**src/rtl/mw_rd_pkg.sv**
```systemverilog
`timescale 1ns/1ps
package mw_rd_pkg;
    typedef enum logic [2:0] {
        ST_IDLE  = 3'd0,
        ST_SEL   = 3'd1,
        ST_CMD   = 3'd2,
        ST_GAP   = 3'd3,
        ST_READ  = 3'd4,
        ST_DESEL = 3'd5
    } mw_state_e;

    localparam int          MW_OP_W    = 3;
    localparam logic [2:0]  MW_OP_READ = 3'b110;
endpackage

```
**src/rtl/mw_phase_timer.sv**
```systemverilog
`timescale 1ns/1ps
// Counts system cycles inside one serial clock phase.
module mw_phase_timer #(
    parameter int PHASE_CYC = 4
) (
    input  logic clk,
    input  logic rst,
    input  logic run,
    output logic phase_end
);
    localparam int CNT_W = (PHASE_CYC > 1) ? $clog2(PHASE_CYC) : 1;

    logic [CNT_W-1:0] cnt_d, cnt_q;

    always_comb begin
        phase_end = run && (cnt_q == CNT_W'(PHASE_CYC - 1));
        if (!run || phase_end) begin
            cnt_d = '0;
        end else begin
            cnt_d = cnt_q + 1'b1;
        end
    end

    always_ff @(posedge clk) begin
        if (rst) begin
            cnt_q <= '0;
        end else begin
            cnt_q <= cnt_d;
        end
    end
endmodule

```
**src/rtl/mw_cmd_frame.sv**
```systemverilog
`timescale 1ns/1ps
// Builds the left-justified read command and its length.
module mw_cmd_frame
    import mw_rd_pkg::*;
#(
    parameter int ADDR_W  = 8,
    parameter int SHORT_W = 6,
    parameter int LEN_W   = 5
) (
    input  logic                        wide,
    input  logic [ADDR_W-1:0]           addr,
    output logic [MW_OP_W+ADDR_W-1:0]   frame,
    output logic [LEN_W-1:0]            frame_len
);
    localparam int FRAME_W = MW_OP_W + ADDR_W;
    localparam int PAD_W   = ADDR_W - SHORT_W;

    logic [FRAME_W-1:0] short_frame;

    generate
        if (PAD_W > 0) begin : g_pad
            assign short_frame = {MW_OP_READ, addr[SHORT_W-1:0], {PAD_W{1'b0}}};
        end else begin : g_nopad
            assign short_frame = {MW_OP_READ, addr};
        end
    endgenerate

    always_comb begin
        if (wide) begin
            frame     = {MW_OP_READ, addr};
            frame_len = LEN_W'(FRAME_W);
        end else begin
            frame     = short_frame;
            frame_len = LEN_W'(MW_OP_W + SHORT_W);
        end
    end
endmodule

```
**src/rtl/mw_rx_shift.sv**
```systemverilog
`timescale 1ns/1ps
// Collects readback bits, MSB first, shifting into the LSB.
module mw_rx_shift #(
    parameter int DATA_W = 16
) (
    input  logic              clk,
    input  logic              rst,
    input  logic              clr,
    input  logic              shift,
    input  logic              bit_in,
    output logic [DATA_W-1:0] word
);
    logic [DATA_W-1:0] word_d, word_q;

    always_comb begin
        word_d = word_q;
        if (clr) begin
            word_d = '0;
        end else if (shift) begin
            word_d = {word_q[DATA_W-2:0], bit_in};
        end
    end

    always_ff @(posedge clk) begin
        if (rst) begin
            word_q <= '0;
        end else begin
            word_q <= word_d;
        end
    end

    assign word = word_q;
endmodule

```
**src/rtl/mw_word_reader.sv**
```systemverilog
`timescale 1ns/1ps
module mw_word_reader
    import mw_rd_pkg::*;
#(
    parameter int PHASE_CYC = 4,
    parameter int ADDR_W    = 8,
    parameter int SHORT_W   = 6,
    parameter int DATA_W    = 16
) (
    input  logic              clk,
    input  logic              rst,
    input  logic              start_i,
    input  logic              wide_i,
    input  logic [ADDR_W-1:0] addr_i,
    input  logic              sdi_i,
    output logic              cs_o,
    output logic              sk_o,
    output logic              di_o,
    output logic              busy_o,
    output logic              done_o,
    output logic [DATA_W-1:0] data_o
);
    localparam int FRAME_W = MW_OP_W + ADDR_W;
    localparam int MAXCNT  = (FRAME_W > DATA_W) ? FRAME_W : DATA_W;
    localparam int CNT_W   = $clog2(MAXCNT + 1);

    typedef struct packed {
        mw_state_e          st;
        logic [FRAME_W-1:0] frame;
        logic [CNT_W-1:0]   left;
        logic               hi;
        logic               cs;
        logic               sk;
        logic               di;
        logic               done;
    } ctl_t;

    ctl_t ctl_d, ctl_q;

    logic               phase_end;
    logic               rx_clr;
    logic               rx_shift;
    logic [FRAME_W-1:0] new_frame;
    logic [CNT_W-1:0]   new_len;

    mw_phase_timer #(.PHASE_CYC(PHASE_CYC)) u_timer (
        .clk       (clk),
        .rst       (rst),
        .run       (busy_o),
        .phase_end (phase_end)
    );

    mw_cmd_frame #(.ADDR_W(ADDR_W), .SHORT_W(SHORT_W), .LEN_W(CNT_W)) u_frame (
        .wide      (wide_i),
        .addr      (addr_i),
        .frame     (new_frame),
        .frame_len (new_len)
    );

    mw_rx_shift #(.DATA_W(DATA_W)) u_rx (
        .clk    (clk),
        .rst    (rst),
        .clr    (rx_clr),
        .shift  (rx_shift),
        .bit_in (sdi_i),
        .word   (data_o)
    );

    always_comb begin
        ctl_d      = ctl_q;
        ctl_d.done = 1'b0;
        rx_clr     = 1'b0;
        rx_shift   = 1'b0;
        case (ctl_q.st)
            ST_IDLE: begin
                if (start_i) begin
                    ctl_d.st    = ST_SEL;
                    ctl_d.frame = new_frame;
                    ctl_d.left  = new_len;
                    ctl_d.hi    = 1'b0;
                    ctl_d.cs    = 1'b1;
                    ctl_d.sk    = 1'b0;
                    ctl_d.di    = 1'b0;
                    rx_clr      = 1'b1;
                end
            end
            ST_SEL: begin
                if (phase_end) begin
                    ctl_d.st = ST_CMD;
                    ctl_d.hi = 1'b0;
                    ctl_d.di = ctl_q.frame[FRAME_W-1];
                end
            end
            ST_CMD: begin
                if (phase_end) begin
                    if (!ctl_q.hi) begin
                        ctl_d.hi = 1'b1;
                        ctl_d.sk = 1'b1;
                    end else begin
                        ctl_d.hi    = 1'b0;
                        ctl_d.sk    = 1'b0;
                        ctl_d.frame = ctl_q.frame << 1;
                        ctl_d.left  = ctl_q.left - 1'b1;
                        if (ctl_q.left == CNT_W'(1)) begin
                            ctl_d.st = ST_GAP;
                            ctl_d.di = 1'b0;
                        end else begin
                            ctl_d.di = ctl_q.frame[FRAME_W-2];
                        end
                    end
                end
            end
            ST_GAP: begin
                if (phase_end) begin
                    ctl_d.st   = ST_READ;
                    ctl_d.hi   = 1'b1;
                    ctl_d.sk   = 1'b1;
                    ctl_d.left = CNT_W'(DATA_W);
                end
            end
            ST_READ: begin
                if (phase_end) begin
                    if (ctl_q.hi) begin
                        rx_shift = 1'b1;
                        ctl_d.hi = 1'b0;
                        ctl_d.sk = 1'b0;
                    end else begin
                        ctl_d.left = ctl_q.left - 1'b1;
                        if (ctl_q.left == CNT_W'(1)) begin
                            ctl_d.st = ST_DESEL;
                            ctl_d.cs = 1'b0;
                        end else begin
                            ctl_d.hi = 1'b1;
                            ctl_d.sk = 1'b1;
                        end
                    end
                end
            end
            ST_DESEL: begin
                if (phase_end) begin
                    ctl_d.st   = ST_IDLE;
                    ctl_d.done = 1'b1;
                end
            end
            default: begin
                ctl_d = '0;
            end
        endcase
    end

    always_ff @(posedge clk) begin
        if (rst) begin
            ctl_q <= '0;
        end else begin
            ctl_q <= ctl_d;
        end
    end

    assign cs_o   = ctl_q.cs;
    assign sk_o   = ctl_q.sk;
    assign di_o   = ctl_q.di;
    assign done_o = ctl_q.done;
    assign busy_o = (ctl_q.st != ST_IDLE);
endmodule


```
**config.mk**
```make
export PLATFORM = sky130hd
export DESIGN_NAME = mw_word_reader
export DESIGN_NICKNAME = d
export VERILOG_FILES = /design/src/rtl/mw_rd_pkg.sv /design/src/rtl/mw_phase_timer.sv /design/src/rtl/mw_cmd_frame.sv /design/src/rtl/mw_rx_shift.sv /design/src/rtl/mw_word_reader.sv
export SDC_FILE = /design/constraint.sdc
export NUM_CORES = 1
export LEC_CHECK = 0
export BUFFER_PORTS_ARGS = -buffer_cell sky130_fd_sc_hd__buf_2
export CAP_MARGIN = 20
export CORE_UTILIZATION = 56
export DETAILED_ROUTE_END_ITERATION = 10
export GPL_ROUTABILITY_DRIVEN = 0
export PLACE_DENSITY = 0.81
export SLEW_MARGIN = 5
export SYNTH_ARGS = -nofsm -noshare
export SYNTH_HDL_FRONTEND = slang
export SYNTH_SLANG_ARGS = --single-unit
```
**constraint.sdc**
```tcl
create_clock -name clk -period 2.1 [get_ports clk]
set_clock_uncertainty 0.1 [all_clocks]
set_input_delay 0.21 -clock clk [delete_from_list [all_inputs] [get_ports clk]]
set_output_delay 0.21 -clock clk [all_outputs]
set_load 0.01 [all_outputs]
```
# Word-level counts from Yosys, hierarchy flattened

Cells that the tools add are included.

Bits in registers: 42
Bits in latches: 0
RAM bits: 0
Bits in read-only memories: 0
Bits of input ports: 13
Output and inout port bits: 21
Memories: 0

Add/subtract/negate cells: 2
$mul: 0
Div/mod/pow operators: 0
$lt $le $gt $ge: 0
Equality and inequality tests: 18
Shift operators: 0
Multiplexer cells: 41
Bitwise logic cells: 5
Reduce and logical (&&, ||, !) cells: 19

Operators with widths:

| operator                                                         | count |
|---|---|
| 11-bit one-hot mux with 3 select lines                           | 1 |
| 5-bit one-hot mux with 5 select lines                            | 1 |
| 23-bit 2-to-1 mux                                                | 1 |
| 3-bit 2-to-1 mux                                                 | 7 |
| 20-bit 2-to-1 mux                                                | 1 |
| 2-bit inequality test (second input constant)                    | 10 |
| 19-bit 2-to-1 mux                                                | 1 |
| 1-bit 2-to-1 mux                                                 | 18 |
| 3-bit one-hot mux with 6 select lines                            | 1 |
| 8-bit 2-to-1 mux                                                 | 2 |
| 6-bit AND reduction                                              | 2 |
| 10-bit AND reduction                                             | 1 |
| 5-bit AND reduction                                              | 2 |
| 2-bit OR reduction                                               | 4 |
| 4-bit OR reduction                                               | 2 |
| 7-bit AND reduction                                              | 1 |
| 3-bit by 2-bit == test with 1-bit output (second input constant) | 2 |
| 3-bit == test (second input constant)                            | 2 |
| 6-bit 2-to-1 mux                                                 | 1 |
| 1-bit one-hot mux with 6 select lines                            | 1 |
| 5-bit by 1-bit == test with 1-bit output (second input constant) | 1 |
| 5-bit 2-to-1 mux                                                 | 1 |
| 1-bit inverter                                                   | 5 |
| 1-bit one-hot mux with 5 select lines                            | 1 |
| 15 further kinds                                                 | 16 |

# Longest topological paths before layout

Depth in word-level cells: 5
Mapped depth: 8
Gate-level depth less buffers: 6

# Modules after synthesis

From an unflattened synthesis, not the netlist that was laid out.

Cell total of the unflattened synthesis: 266
Area total of the unflattened synthesis: 2,367.3 um^2

Modules (own cells, without submodules):

| module         | instances | cells an instance | area each (um^2) | seq. area each (um^2) |
|---|---|---|---|---|
| mw_word_reader | 1         | 188               | 1,515.2          | 480.5 |
| mw_rx_shift    | 1         | 53                | 581.8            | 320.3 |
| mw_cmd_frame   | 1         | 19                | 183.9            | 0.0 |
| mw_phase_timer | 1         | 6                 | 86.3             | 40.0 |

# Least setup slack after synthesis

No wires, ideal clock.

Kind: register -> register
Start: reg ctl_q[23] (netlist bit)
End: reg ctl_q[7] (netlist bit)
Setup time: 0.117 ns
Arrival time: 1.427 ns
Path slack: 0.456 ns
Stages on the path, launching flop included: 6
Cells stage by stage: dfxtp_1 buf_4 or4b_4 nand4_4 o21ai_2 a32o_1

Cells in the longest elaborated chain, start to end: 4

Ends and longest elaborated chain:

| element                                                                  | line                  | RTL |
|---|---|---|
| start: declaration                                                       | mw_word_reader.sv:38  | `ctl_t ctl_d, ctl_q;` |
| start signal: assignment                                                 | mw_word_reader.sv:155 | `ctl_q <= ctl_d;` |
| 3-bit nonzero test (tied with other cells)                               | mw_word_reader.sv:163 | `assign busy_o = (ctl_q.st != ST_IDLE);` |
| 1-bit logical AND or 2-bit OR reduction (tied branches)                  | n/a                   |  |
| 2-bit inequality test (no source line) or 1-bit inverter (tied branches) | n/a                   |  |
| 7-bit AND reduction (no source line)                                     | n/a                   |  |

Several ways; a longest one is shown, not always the timed one.
A chain may end at the register's enable or synchronous reset.

# Final worst setup path

Start: reg ctl_q[21] (netlist bit)
End: out busy_o

Cells in the longest elaborated chain, start to end: 1

Ends and longest elaborated chain:

| element            | line                  | RTL |
|---|---|---|
| 3-bit nonzero test | mw_word_reader.sv:163 |  |
| end: declaration   | mw_word_reader.sv:19  | `output logic busy_o,` |

Every way passes these cells.

==> metrics.sh <==
SYNTH.TOP_CELLS.BY_COUNT='59 x nand2_1, 42 x dfxtp_1, 22 x a21oi_1, 17 x mux2i_1, 9 x o211ai_1'
CTS_HTREE_LEVELS=2
SYNTH_SEQUENTIAL_AREA_RATIO_PCT=39.6
SYNTHADDERAREAFRAC_PCT=1.77
POWER.SEQUENTIAL.FRACTION_PCT=49.2
ASYNCSETRESETFLOPFRACSYNTH_PCT=0
SYN_AREA_PER_CELL_UM2=8.60
YOSYS.AREA_SHARE.SIMPLE_PCT=25.7
WORST_SLACK_NS=0.0768
ROUTE.MET2.WL_UM=2100
CTS_MAX_PATH_BUFFERS=2
CTS_SETUP_BUFFERS=0
FINALCRITICALPERIOD_NS=2.02
CLOCK.FMAX_MHz=494
HOLDCRITPATHCLASS='primary input to flip-flop'
YOSYS-TOP-CELLS-AREA='dfxtp_1 40%, nand2_1 10%, mux2i_1 8.0%'
CP_CAPTURE_TYPE='output pin'
SYNTH_XOR_XNOR_AREA_SHARE_PCT=0.825
DESIGN.FINAL.NETS=299
PLACED_INSTANCE_AREA_UM2=2350
DETAIL_ROUTE.FIRST_PASS.ITERATIONS=4
WIRE_LENGTH_OF_THE_FIRST_GLOBAL_ROUTING_PASS_UM=7580
POSTSYNTHCELLCOUNT=247
FINAL_HOLD_VIOL_COUNT=0
YOSYS_MOST_USED_DFF='dfxtp_1'
FINAL_SETUP_TNS_NS=0
SYNTH_FP_NETS=263
START_UTIL_PCT=58.0
DPL.HPWL_UM=3160
SYNTH_TOP_FAMILY_BY_AREA='simple AND/OR/NAND/NOR gates'
CRITPATHARRIVALTIME_NS=1.71
POWER.CLOCK.FRACTION_PCT=37.1
BUFFER_PORTS.INSERTED=33
POST_DRT_WL_PER_CELL_UM=13.4
RUN_STATUS='complete, no violations'
GRT_ANTENNA_BEFORE_REPAIR=0
FIRST_GLOBAL_VIAS=1699
TIMING.MAX_SLEW.REL_SLACK_PCT=66.1
INSERTION_DELAY_NS=0.30
GRT_UTIL_ALL_LAYERS_PCT=23.9
CTS_TREE='done'
FINAL_MAX_SLEW_VIOL_COUNT=0
POST-SYNTH-TOP-AREA-FRACTION_PCT=39.6
SYNTH.FF_LATCH_COUNT=42
SYNTH.YOSYS.WARNINGS=0
CELL_COUNT_FINAL_FILLERS_OUT=332
WORSTPATHMAXFANOUT=11
ANT_NETS=0
TIMING.FINAL.CRIT_SHARE_PCT=96.3
FINALWIRELENGTH_UM=4440
ROUTED-VIA-COUNT=1841
DIE_HEIGHT_UM=63.6
YOSYS.AREA.TOP_TYPE='dfxtp_1'
NET_SWITCHING_uW=455
SWSHARE_PCT=26.0
WL_MET1_UM=2070
GRT_MAX_DEGREE=19
UNREPAIRED_SETUP_ENDPOINTS_AFTER_GLOBAL_ROUTING='no'
MET3_LENGTH_UM=156
NUMCTSBUFFERS=5
CP-START-KIND='flip-flop'
GLOBALROUTE.TOTALOVERFLOW=0
SLEW_AT_THE_PIN_WITH_THE_WORST_MAX_SLEW_SLACK_NS=0.508
PLACEMENT.SETUP.WORST_SLACK_NS=0.296
TOP_LEVEL_PORTS=34
YOSYS.CELL_TYPES.COUNT=54
CLOCK_SINK_COUNT=42
CTS_HOLD_BUF=0
VIAS_PER_CELL=5.55
FINAL_CORE_UTIL_PCT=67.3
POST-PLACE-CELLS=324
SYNTHESIS.AREA_UM2=2120
MOST_COMMON_CELL_IN_THE_NETLIST='nand2_1'
FLOORPLAN.CORE_AREA_UM2=3660
POWER_DENSITY_nW_PER_UM2=711
FILLERINSTANCES=312
POWER.COMBINATIONAL.FRACTION_PCT=13.7
CHIP_WIDTH_UM=63.6
POWER_REPORT.INTERNAL_TOTAL_uW=1290
SYNTH_EDF_COUNT=0
P_LEAK_uW=0.00101
SYNTH_COMPOUND_AREA_SHARE_PCT=18.1
CRIT_REQUIRED_NS=1.79
MAX_CAP_VIOL_COUNT=0
FLOW.AREA_GROWTH_FROM_SYNTHESIS_PCT=16.0
POSTLAYOUTCELLAREA_UM2=2460
WORST_IR_DROP_VDD_mV=0.408
SYNTHMUXAREASHARE_PCT=8.54
WORST_SETUP_HOLD_PATH_CLK_SLEW_NS=0.08
DETAIL_ROUTE.ITER0.VIOLATIONS=112
POST_ROUTE_CELLS_DRIVE_ABOVE_1_SHARE_PCT=23.6
ANTENNA_CELLS=0
FLOORPLAN.DIE_AREA_UM2=4040
CRITICALPATHCATEGORY='flip-flop to output pin'
FINAL_SETUP_VIOLATING_ENDPOINTS=0
CTS_RESIZED=0
TOP_ROUTING_LAYER_IN_USE='met4'
NUM_ROWS=22
CTS_ROOT_BUF='clkbuf_8'
DETAIL_ROUTE.DRC_VIOLATIONS=0
[routing by layer]
layer	global-route usage [%]	vias up
li1	-	939
met1	29.8	843
met2	37.2	47
met3	4.17	12
met4	15.9	0
met5	0	-
[registers in the layout (all words and copies together) (netlist names)]
| signal | cells |
|---|---|
| ctl_q | 20 |
| done_o | 1 |
| di_o | 1 |
| cs_o | 1 |
| sk_o | 1 |
| u_rx.word | 16 |
| u_timer.cnt_q | 2 |
[metrics by stage]
stage | power [uW] | hold WS (ns)
final | 1750 | 0.0506
after global routing | 1820 | 0.0774
after CTS | 1760 | 0.0496
after detailed placement | 1120 | 0.328
after global placement | 1110 | 0.336
after floorplan | 1050 | 0.245
[layout by cell type, fill, tap and decap left out, types with 2 or more instances in the layout]
| cell | instances |
|---|---|
| nand3_1 | 5 |
| nor2_1 | 6 |
| nor3b_1 | 2 |
| or2_2 | 2 |
| a21oi_1 | 22 |
| o211ai_1 | 9 |
| dfxtp_1 | 42 |
| nor4_1 | 2 |
| nand3b_1 | 2 |
| o21a_1 | 5 |
| inv_1 | 5 |
| buf_4 | 12 |
| nor3_2 | 2 |
| ha_1 | 3 |
| nand2_1 | 59 |
| clkbuf_8 | 5 |
| clkinv_1 | 2 |
| and2_1 | 3 |
| buf_2 | 33 |
| o21ai_0 | 7 |
| nor3_1 | 4 |
| or3_1 | 2 |
| mux2i_1 | 17 |
| a31oi_1 | 2 |
[kinds of logic (layout without fill, tap and decap cells)]
logic type	after synthesis	count (layout)
multiplexers	18	18
flip-flops	42	42
AND/OR/NAND/NOR	102	102
XOR/XNOR	2	2
buffers and inverters	23	60
adder cells (fa/ha/maj)	3	3
AO/OA/AOI/OAI	57	57
[path summary, 6_finish.rpt]
kind	endpoint	start	slack [ns]	cells past startpoint
max reg2reg	ctl_q[8]	ctl_q[21]	0.25	6
min	u_rx.word[0]	sdi_i	0.05	3
min reg2reg	u_timer.cnt_q[0]	u_timer.cnt_q[0]	0.34	1
max	busy_o	ctl_q[21]	0.08	4
[worst max-delay path: stages (launching register included)]
cell	delay (ns)
dfxtp_1	0.44
buf_4	0.24
nor3_2	0.40
inv_1	0.16
buf_2	0.17
[area by class of cell]
cell class,count,area [um^2],share of cell area (%)
clock buffers,5,68.8,2.79
clock inverters,3,43.8,1.78
inverters,7,26.3,1.07
multi-input cells,182,1170,47.4
flip-flops and latches,42,841,34.1
well taps,48,60.1,2.44
repair buffers,45,255,10.4
[power by group through the flow]
stage          Sequential (uW)  Combinational [uW]  Clock, uW
6_report                   860                 240        650
5_1_grt                    865                 264        693
4_1_cts                    860                 239        664
3_5_place_dp               878                 238          0
3_3_place_gp               877                 234          0
2_1_floorplan              870                 176          0
No activity file was read; power rests on OpenSTA's default activity.
